==> src/rtl/qct_pkg.sv <==
package qct_pkg;

  // Per-channel strobes from control to datapath
  typedef struct packed {
    logic loadConst;  // load reload value and count this cycle
    logic run;        // channel is counting
    logic countMode;  // 1: count external edges, 0: prescaled timer
    logic longPre;    // 1: prescale 256, 0: prescale 16
    logic riseEdge;   // 1: rising edge active, 0: falling
  } chanStrobe_t;

  // Control word field positions
  localparam int CW_MARK  = 0;
  localparam int CW_STOP  = 1;
  localparam int CW_CONST = 2;
  localparam int CW_TRIG  = 3;
  localparam int CW_RISE  = 4;
  localparam int CW_LONG  = 5;
  localparam int CW_COUNT = 6;
  localparam int CW_IRQEN = 7;

endpackage

==> src/rtl/qct_ctrl.sv <==
module qct_ctrl
  import qct_pkg::*;
#(
  parameter int NUM_CH = 4,
  parameter int DATA_W = 8,
  localparam int SEL_W = $clog2(NUM_CH)
) (
  input  logic                     clk,
  input  logic                     rstN,
  input  logic                     wrEn,
  input  logic [SEL_W-1:0]         wrSel,
  input  logic [DATA_W-1:0]        wrData,
  input  logic [NUM_CH-1:0]        edgeHit,
  input  logic [NUM_CH-1:0]        zeroHit,
  input  logic [NUM_CH-1:0]        irqAck,
  output chanStrobe_t [NUM_CH-1:0] strobe,
  output logic [NUM_CH-1:0]        irqPend
);

  for (genvar c = 0; c < NUM_CH; c++) begin : g_ch
    logic irqEn, countMode, longPre, riseEdge, trigStart;
    logic waitConst, running, armed, pend;
    logic hit;
    chanStrobe_t chStrobe;

    assign hit = wrEn && (wrSel == SEL_W'(c));

    always_ff @(posedge clk or negedge rstN) begin
      if (!rstN) begin
        irqEn     <= 1'b0;
        countMode <= 1'b0;
        longPre   <= 1'b0;
        riseEdge  <= 1'b0;
        trigStart <= 1'b0;
        waitConst <= 1'b0;
        running   <= 1'b0;
        armed     <= 1'b0;
        pend      <= 1'b0;
      end else begin
        if (hit && waitConst) begin
          // awaited byte is the time constant
          waitConst <= 1'b0;
          if (!countMode && trigStart) begin
            armed   <= 1'b1;
            running <= 1'b0;
          end else begin
            armed   <= 1'b0;
            running <= 1'b1;
          end
        end else if (hit && wrData[CW_MARK]) begin
          irqEn     <= wrData[CW_IRQEN];
          countMode <= wrData[CW_COUNT];
          longPre   <= wrData[CW_LONG];
          riseEdge  <= wrData[CW_RISE];
          trigStart <= wrData[CW_TRIG];
          waitConst <= wrData[CW_CONST];
          if (wrData[CW_STOP] || wrData[CW_CONST]) begin
            running <= 1'b0;
            armed   <= 1'b0;
          end
        end else if (armed && !countMode && edgeHit[c]) begin
          armed   <= 1'b0;
          running <= 1'b1;
        end
        pend <= (zeroHit[c] && irqEn) || (pend && !irqAck[c]);
      end
    end

    always_comb begin
      chStrobe.loadConst = hit && waitConst;
      chStrobe.run       = running;
      chStrobe.countMode = countMode;
      chStrobe.longPre   = longPre;
      chStrobe.riseEdge  = riseEdge;
    end

    assign strobe[c]  = chStrobe;
    assign irqPend[c] = pend;
  end

endmodule

==> src/rtl/qct_path.sv <==
module qct_path
  import qct_pkg::*;
#(
  parameter int NUM_CH      = 4,
  parameter int DATA_W      = 8,
  parameter int PRE_SHORT   = 16,
  parameter int PRE_LONG    = 256,
  parameter int SYNC_STAGES = 2,
  localparam int PSC_W      = $clog2(PRE_LONG)
) (
  input  logic                     clk,
  input  logic                     rstN,
  input  logic [NUM_CH-1:0]        extIn,
  input  logic [DATA_W-1:0]        wrData,
  input  chanStrobe_t [NUM_CH-1:0] strobe,
  output logic [NUM_CH-1:0]        edgeHit,
  output logic [NUM_CH-1:0]        zeroPulse
);

  for (genvar c = 0; c < NUM_CH; c++) begin : g_ch
    logic [SYNC_STAGES-1:0] syncQ;
    logic                   lastLvl, curLvl;
    logic [DATA_W-1:0]      reloadVal, count;
    logic [PSC_W-1:0]       psc;
    logic                   pscLast, tick, zeroQ;

    // input synchroniser and edge register
    always_ff @(posedge clk or negedge rstN) begin
      if (!rstN) begin
        syncQ   <= '0;
        lastLvl <= 1'b0;
      end else begin
        syncQ   <= {syncQ[SYNC_STAGES-2:0], extIn[c]};
        lastLvl <= syncQ[SYNC_STAGES-1];
      end
    end

    assign curLvl     = syncQ[SYNC_STAGES-1];
    assign edgeHit[c] = strobe[c].riseEdge ? (curLvl && !lastLvl)
                                           : (!curLvl && lastLvl);

    assign pscLast = strobe[c].longPre ? (psc == PSC_W'(PRE_LONG - 1))
                                       : (psc == PSC_W'(PRE_SHORT - 1));
    assign tick    = strobe[c].run &&
                     (strobe[c].countMode ? edgeHit[c] : pscLast);

    always_ff @(posedge clk or negedge rstN) begin
      if (!rstN) begin
        reloadVal <= '0;
        count     <= '0;
        psc       <= '0;
        zeroQ     <= 1'b0;
      end else if (strobe[c].loadConst) begin
        reloadVal <= wrData;
        count     <= wrData;
        psc       <= '0;
        zeroQ     <= 1'b0;
      end else begin
        zeroQ <= tick && (count == DATA_W'(1));
        if (tick)
          count <= (count == DATA_W'(1)) ? reloadVal : count - 1'b1;
        if (strobe[c].run && !strobe[c].countMode)
          psc <= pscLast ? '0 : psc + 1'b1;
        else
          psc <= '0;
      end
    end

    assign zeroPulse[c] = zeroQ;
  end

endmodule

==> src/rtl/quad_count_timer.sv <==
module quad_count_timer
  import qct_pkg::*;
#(
  parameter int NUM_CH      = 4,
  parameter int DATA_W      = 8,
  parameter int PRE_SHORT   = 16,
  parameter int PRE_LONG    = 256,
  parameter int SYNC_STAGES = 2,
  localparam int SEL_W      = $clog2(NUM_CH)
) (
  input  logic              clk,
  input  logic              rstN,
  input  logic              wrEn,
  input  logic [SEL_W-1:0]  wrSel,
  input  logic [DATA_W-1:0] wrData,
  input  logic [NUM_CH-1:0] extIn,
  input  logic [NUM_CH-1:0] irqAck,
  output logic [NUM_CH-1:0] zeroPulse,
  output logic [NUM_CH-1:0] irqPend
);

  chanStrobe_t [NUM_CH-1:0] strobe;
  logic [NUM_CH-1:0]        edgeHit;

  qct_ctrl #(.NUM_CH(NUM_CH), .DATA_W(DATA_W)) u_ctrl (
    .clk(clk), .rstN(rstN), .wrEn(wrEn), .wrSel(wrSel), .wrData(wrData),
    .edgeHit(edgeHit), .zeroHit(zeroPulse), .irqAck(irqAck),
    .strobe(strobe), .irqPend(irqPend)
  );

  qct_path #(
    .NUM_CH(NUM_CH), .DATA_W(DATA_W), .PRE_SHORT(PRE_SHORT),
    .PRE_LONG(PRE_LONG), .SYNC_STAGES(SYNC_STAGES)
  ) u_path (
    .clk(clk), .rstN(rstN), .extIn(extIn), .wrData(wrData),
    .strobe(strobe), .edgeHit(edgeHit), .zeroPulse(zeroPulse)
  );

endmodule

==> config.mk <==
export PLATFORM = sky130hd
export DESIGN_NAME = quad_count_timer
export DESIGN_NICKNAME = d
export VERILOG_FILES = /design/src/rtl/qct_pkg.sv /design/src/rtl/qct_ctrl.sv /design/src/rtl/qct_path.sv /design/src/rtl/quad_count_timer.sv
export SDC_FILE = /design/constraint.sdc
export NUM_CORES = 1
export LEC_CHECK = 0
export ABC_AREA = 1
export ABC_CLOCK_PERIOD_IN_PS = 3850
export BUFFER_PORTS_ARGS = -buffer_cell sky130_fd_sc_hd__buf_2
export CAP_MARGIN = 20
export CORE_MARGIN = 5
export CORE_UTILIZATION = 40
export CTS_BUF_LIST = sky130_fd_sc_hd__clkbuf_4 sky130_fd_sc_hd__clkbuf_8
export DETAILED_ROUTE_END_ITERATION = 10
export PLACE_DENSITY = 0.62
export SLEW_MARGIN = 10
export SYNTH_ARGS = -nofsm -noshare
export SYNTH_HDL_FRONTEND = slang
export SYNTH_SLANG_ARGS = --single-unit
==> constraint.sdc <==
create_clock -name clk -period 3.85 [get_ports clk]
set_clock_uncertainty 0.2 [all_clocks]
set_input_delay 0.77 -clock clk [delete_from_list [all_inputs] [get_ports clk]]
set_output_delay 0.77 -clock clk [all_outputs]
set_load 0.1 [all_outputs]
==> out/qor.yml <==
die_area_um2: 21600
htreeDepth: 4
dp.final_hpwl_mm: 11.5
critPathBufInv: 1
finalSetupViolCount: 0
hold_violations: 0
cts_tree: "done"
crit_type: "register to output pin"
rsz0062_at_grt: "false"
critical_path.cell_chain: "buf_2"
drive_gt1_share_pct: 9.49
critical-path-max-stage-delay_ns: 0.44
start_kind: "register"
maxSlewViolCount: 0
relSlewSlack_pct: 49.1
placed_area_um2: 7800
critPathMaxFanout: 2
core_um2: 18600
drv_cap: 0
die_w_um: 147
area_growth_pct: 11.0
wire_per_inst_um: 13.0
track_usage_pct: 15.6
synth.distinct_cells: 30
reg2reg_depth: 10
io_buffer_count: 28
dr.pass1.iters: 5
antenna_left: 0
grt_start_max_net_pins: 81
layout.nets: 1032
die_h_um: 147
leakage_nw: 4.36
grt_pass1_vias: 5628
cp_top_family: "buffers and inverters"
overflow: 0
required_ns: 2.88
hold_buffers: 0
cts_setup_buffers: 0
final_area_um2: 8310
wl_mm: 16.2
synth_seq_cells: 148
synthCells: 973
cts_root_buffer: "clkbuf_8"
finalCriticalPeriod_ns: 2.24
syn-mean-instance-area_um2: 7.70
antenna_found_initial: 0
clockBufferDepth: 2
yosysWarnings: 0
start_util_pct: 40.3
io_pins: 29
ys_seq_area_share_pct: 49.4
gp_congestion: 0.864
antenna_cells: 0
slowest_stage: "buf_2"
drt_iter0_markers: 347
postLayoutCoreUtil_pct: 44.7
syn_area_um2: 7490
hold_class: "primary input to async pin"
clk-insertion-delay-late_ns: 0.46
grt_pass1_wl_mm: 27.4
cts_resized: 0
arrival_ns: 1.27
status: "complete, no violations"
max_freq_mhz: 447
mostFrequentLayoutCells: "nand2_1 (323), dfrtp_1 (148), inv_1 (109)"
reg2reg_to: "u_path.g_ch[1].count[4]"
via_per_inst: 4.82
r2r_start: "u_path.g_ch[1].count[1]"
ir_worst_vdd_v: 0.000308
tightestPinTransition_ns: 0.764
clk_pin_slew_worst_paths_ns: 0.09
crit_path_start: "u_path.g_ch[3].zeroQ"
rows: 50
critPathCaptureType: "output pin"
cts_inserted_buffers: 17
fin_setup_tns_ns: 0
power_per_cell_area_nw_per_um2: 721
cts_num_sinks: 148
drc: 0
r2r_slack_ns: 1.83
layout_commonest_cell: "nand2_1"
period_share_pct: 58.1
syn_nets: 1006
dr_total_vias: 6011
registers in the layout, summed over array words and instances (netlist names):
register / cells
u_ctrl.g_ch.trigStart: 4
u_path.g_ch.psc: 32
u_ctrl.g_ch.longPre: 4
u_path.g_ch.syncQ: 8
u_path.g_ch.reloadVal: 32
u_path.g_ch.zeroQ: 4
u_ctrl.g_ch.running: 4
u_ctrl.g_ch.armed: 4
u_ctrl.g_ch.riseEdge: 4
u_path.g_ch.lastLvl: 4
u_ctrl.g_ch.waitConst: 4
u_ctrl.g_ch.countMode: 4
u_ctrl.g_ch.irqEn: 4
u_ctrl.g_ch.pend: 4
u_path.g_ch.count: 32
through the flow:
stage	std cells	total power, mW	hold slack, ns	setup slack, ns
2_1_floorplan	973	4.00	0.131	1.93
3_3_place_gp	1214	4.47	0.135	1.43
3_5_place_dp	1214	4.50	0.140	1.35
4_1_cts	1246	6.06	0.161	1.58
5_1_grt	1246	6.53	0.169	1.56
6_report	1246	5.99	0.134	1.61
where the power goes:
group	internal (mW)	leakage, nW	switching [mW]	total, mW
clock network	0.911	0.252	0.622	1.53
registers	2.05	1.90	0.347	2.40
logic	0.743	2.21	1.32	2.06
total	3.71	4.36	2.29	5.99
cell families (layout without fill, tap and decap cells):
group	after synthesis	after routing	share of synthesized area, %
buffers and inverters	145	184	8.43
AO/OA/AOI/OAI	100	100	6.83
adder cells (fa/ha/maj)	12	12	2.00
XOR/XNOR	10	10	1.17
flip-flops	148	148	49.4
AND/OR/NAND/NOR	558	558	32.1
routing by layer:
layer	up-vias	wire length, um	track usage [%]
li1	3121	-	-
met1	2794	8110	22.1
met2	77	7380	24.5
met3	19	476	2.78
met4	0	234	4.66
met5	-	0	0
synthesized netlist by cell type:
cell type	n	area share [%]
o21ai_0	66	4.4
buf_2	10	0.67
nand4_1	5	0.42
nor3b_1	10	1.0
nor3_1	10	0.67
nand3b_1	4	0.40
nand4_2	1	0.17
a21oi_1	11	0.73
clkbuf_1	3	0.15
nor3b_4	2	0.50
nor2_2	2	0.17
buf_4	10	1.0
inv_1	109	5.5
a31oi_1	1	0.084
inv_2	8	0.40
xor2_1	7	0.82
nor2_4	4	0.60
dfrtp_1	148	49
o21bai_1	1	0.10
a211oi_1	2	0.20
nand3_1	104	6.9
nand2_2	11	0.92
o21ai_1	18	1.2
ha_1	12	2.0
nand2_1	323	16
o211ai_1	1	0.10
buf_6	5	0.75
xnor2_1	3	0.35
nor2_1	81	4.1
or2_2	1	0.084
final cells by class:
cell class                      instances  area [um2]
Fill cell                            1830       10300
Sequential cell                       148        3700
Multi-Input combinational cell        680        3160
Inverter                              117         439
Tap cell                              234         293
Clock inverter                         15         278
Clock buffer                           17         234
Timing Repair Buffer                   35         211
worst max path at each step:
| stage | end | depth (start not counted) |
|---|---|---|
| 3_5_place_dp | u_path.g_ch[1].psc[7] | 10 |
| 4_1_cts | zeroPulse[3] | 1 |
| 2_1_floorplan | u_ctrl.g_ch[0].running | 6 |
| 3_3_place_gp | u_path.g_ch[1].psc[3] | 10 |
| 6_report | zeroPulse[3] | 1 |
| 5_1_grt | u_path.g_ch[3].count[4] | 10 |
Note: power is estimated with default switching activity, not from simulation.
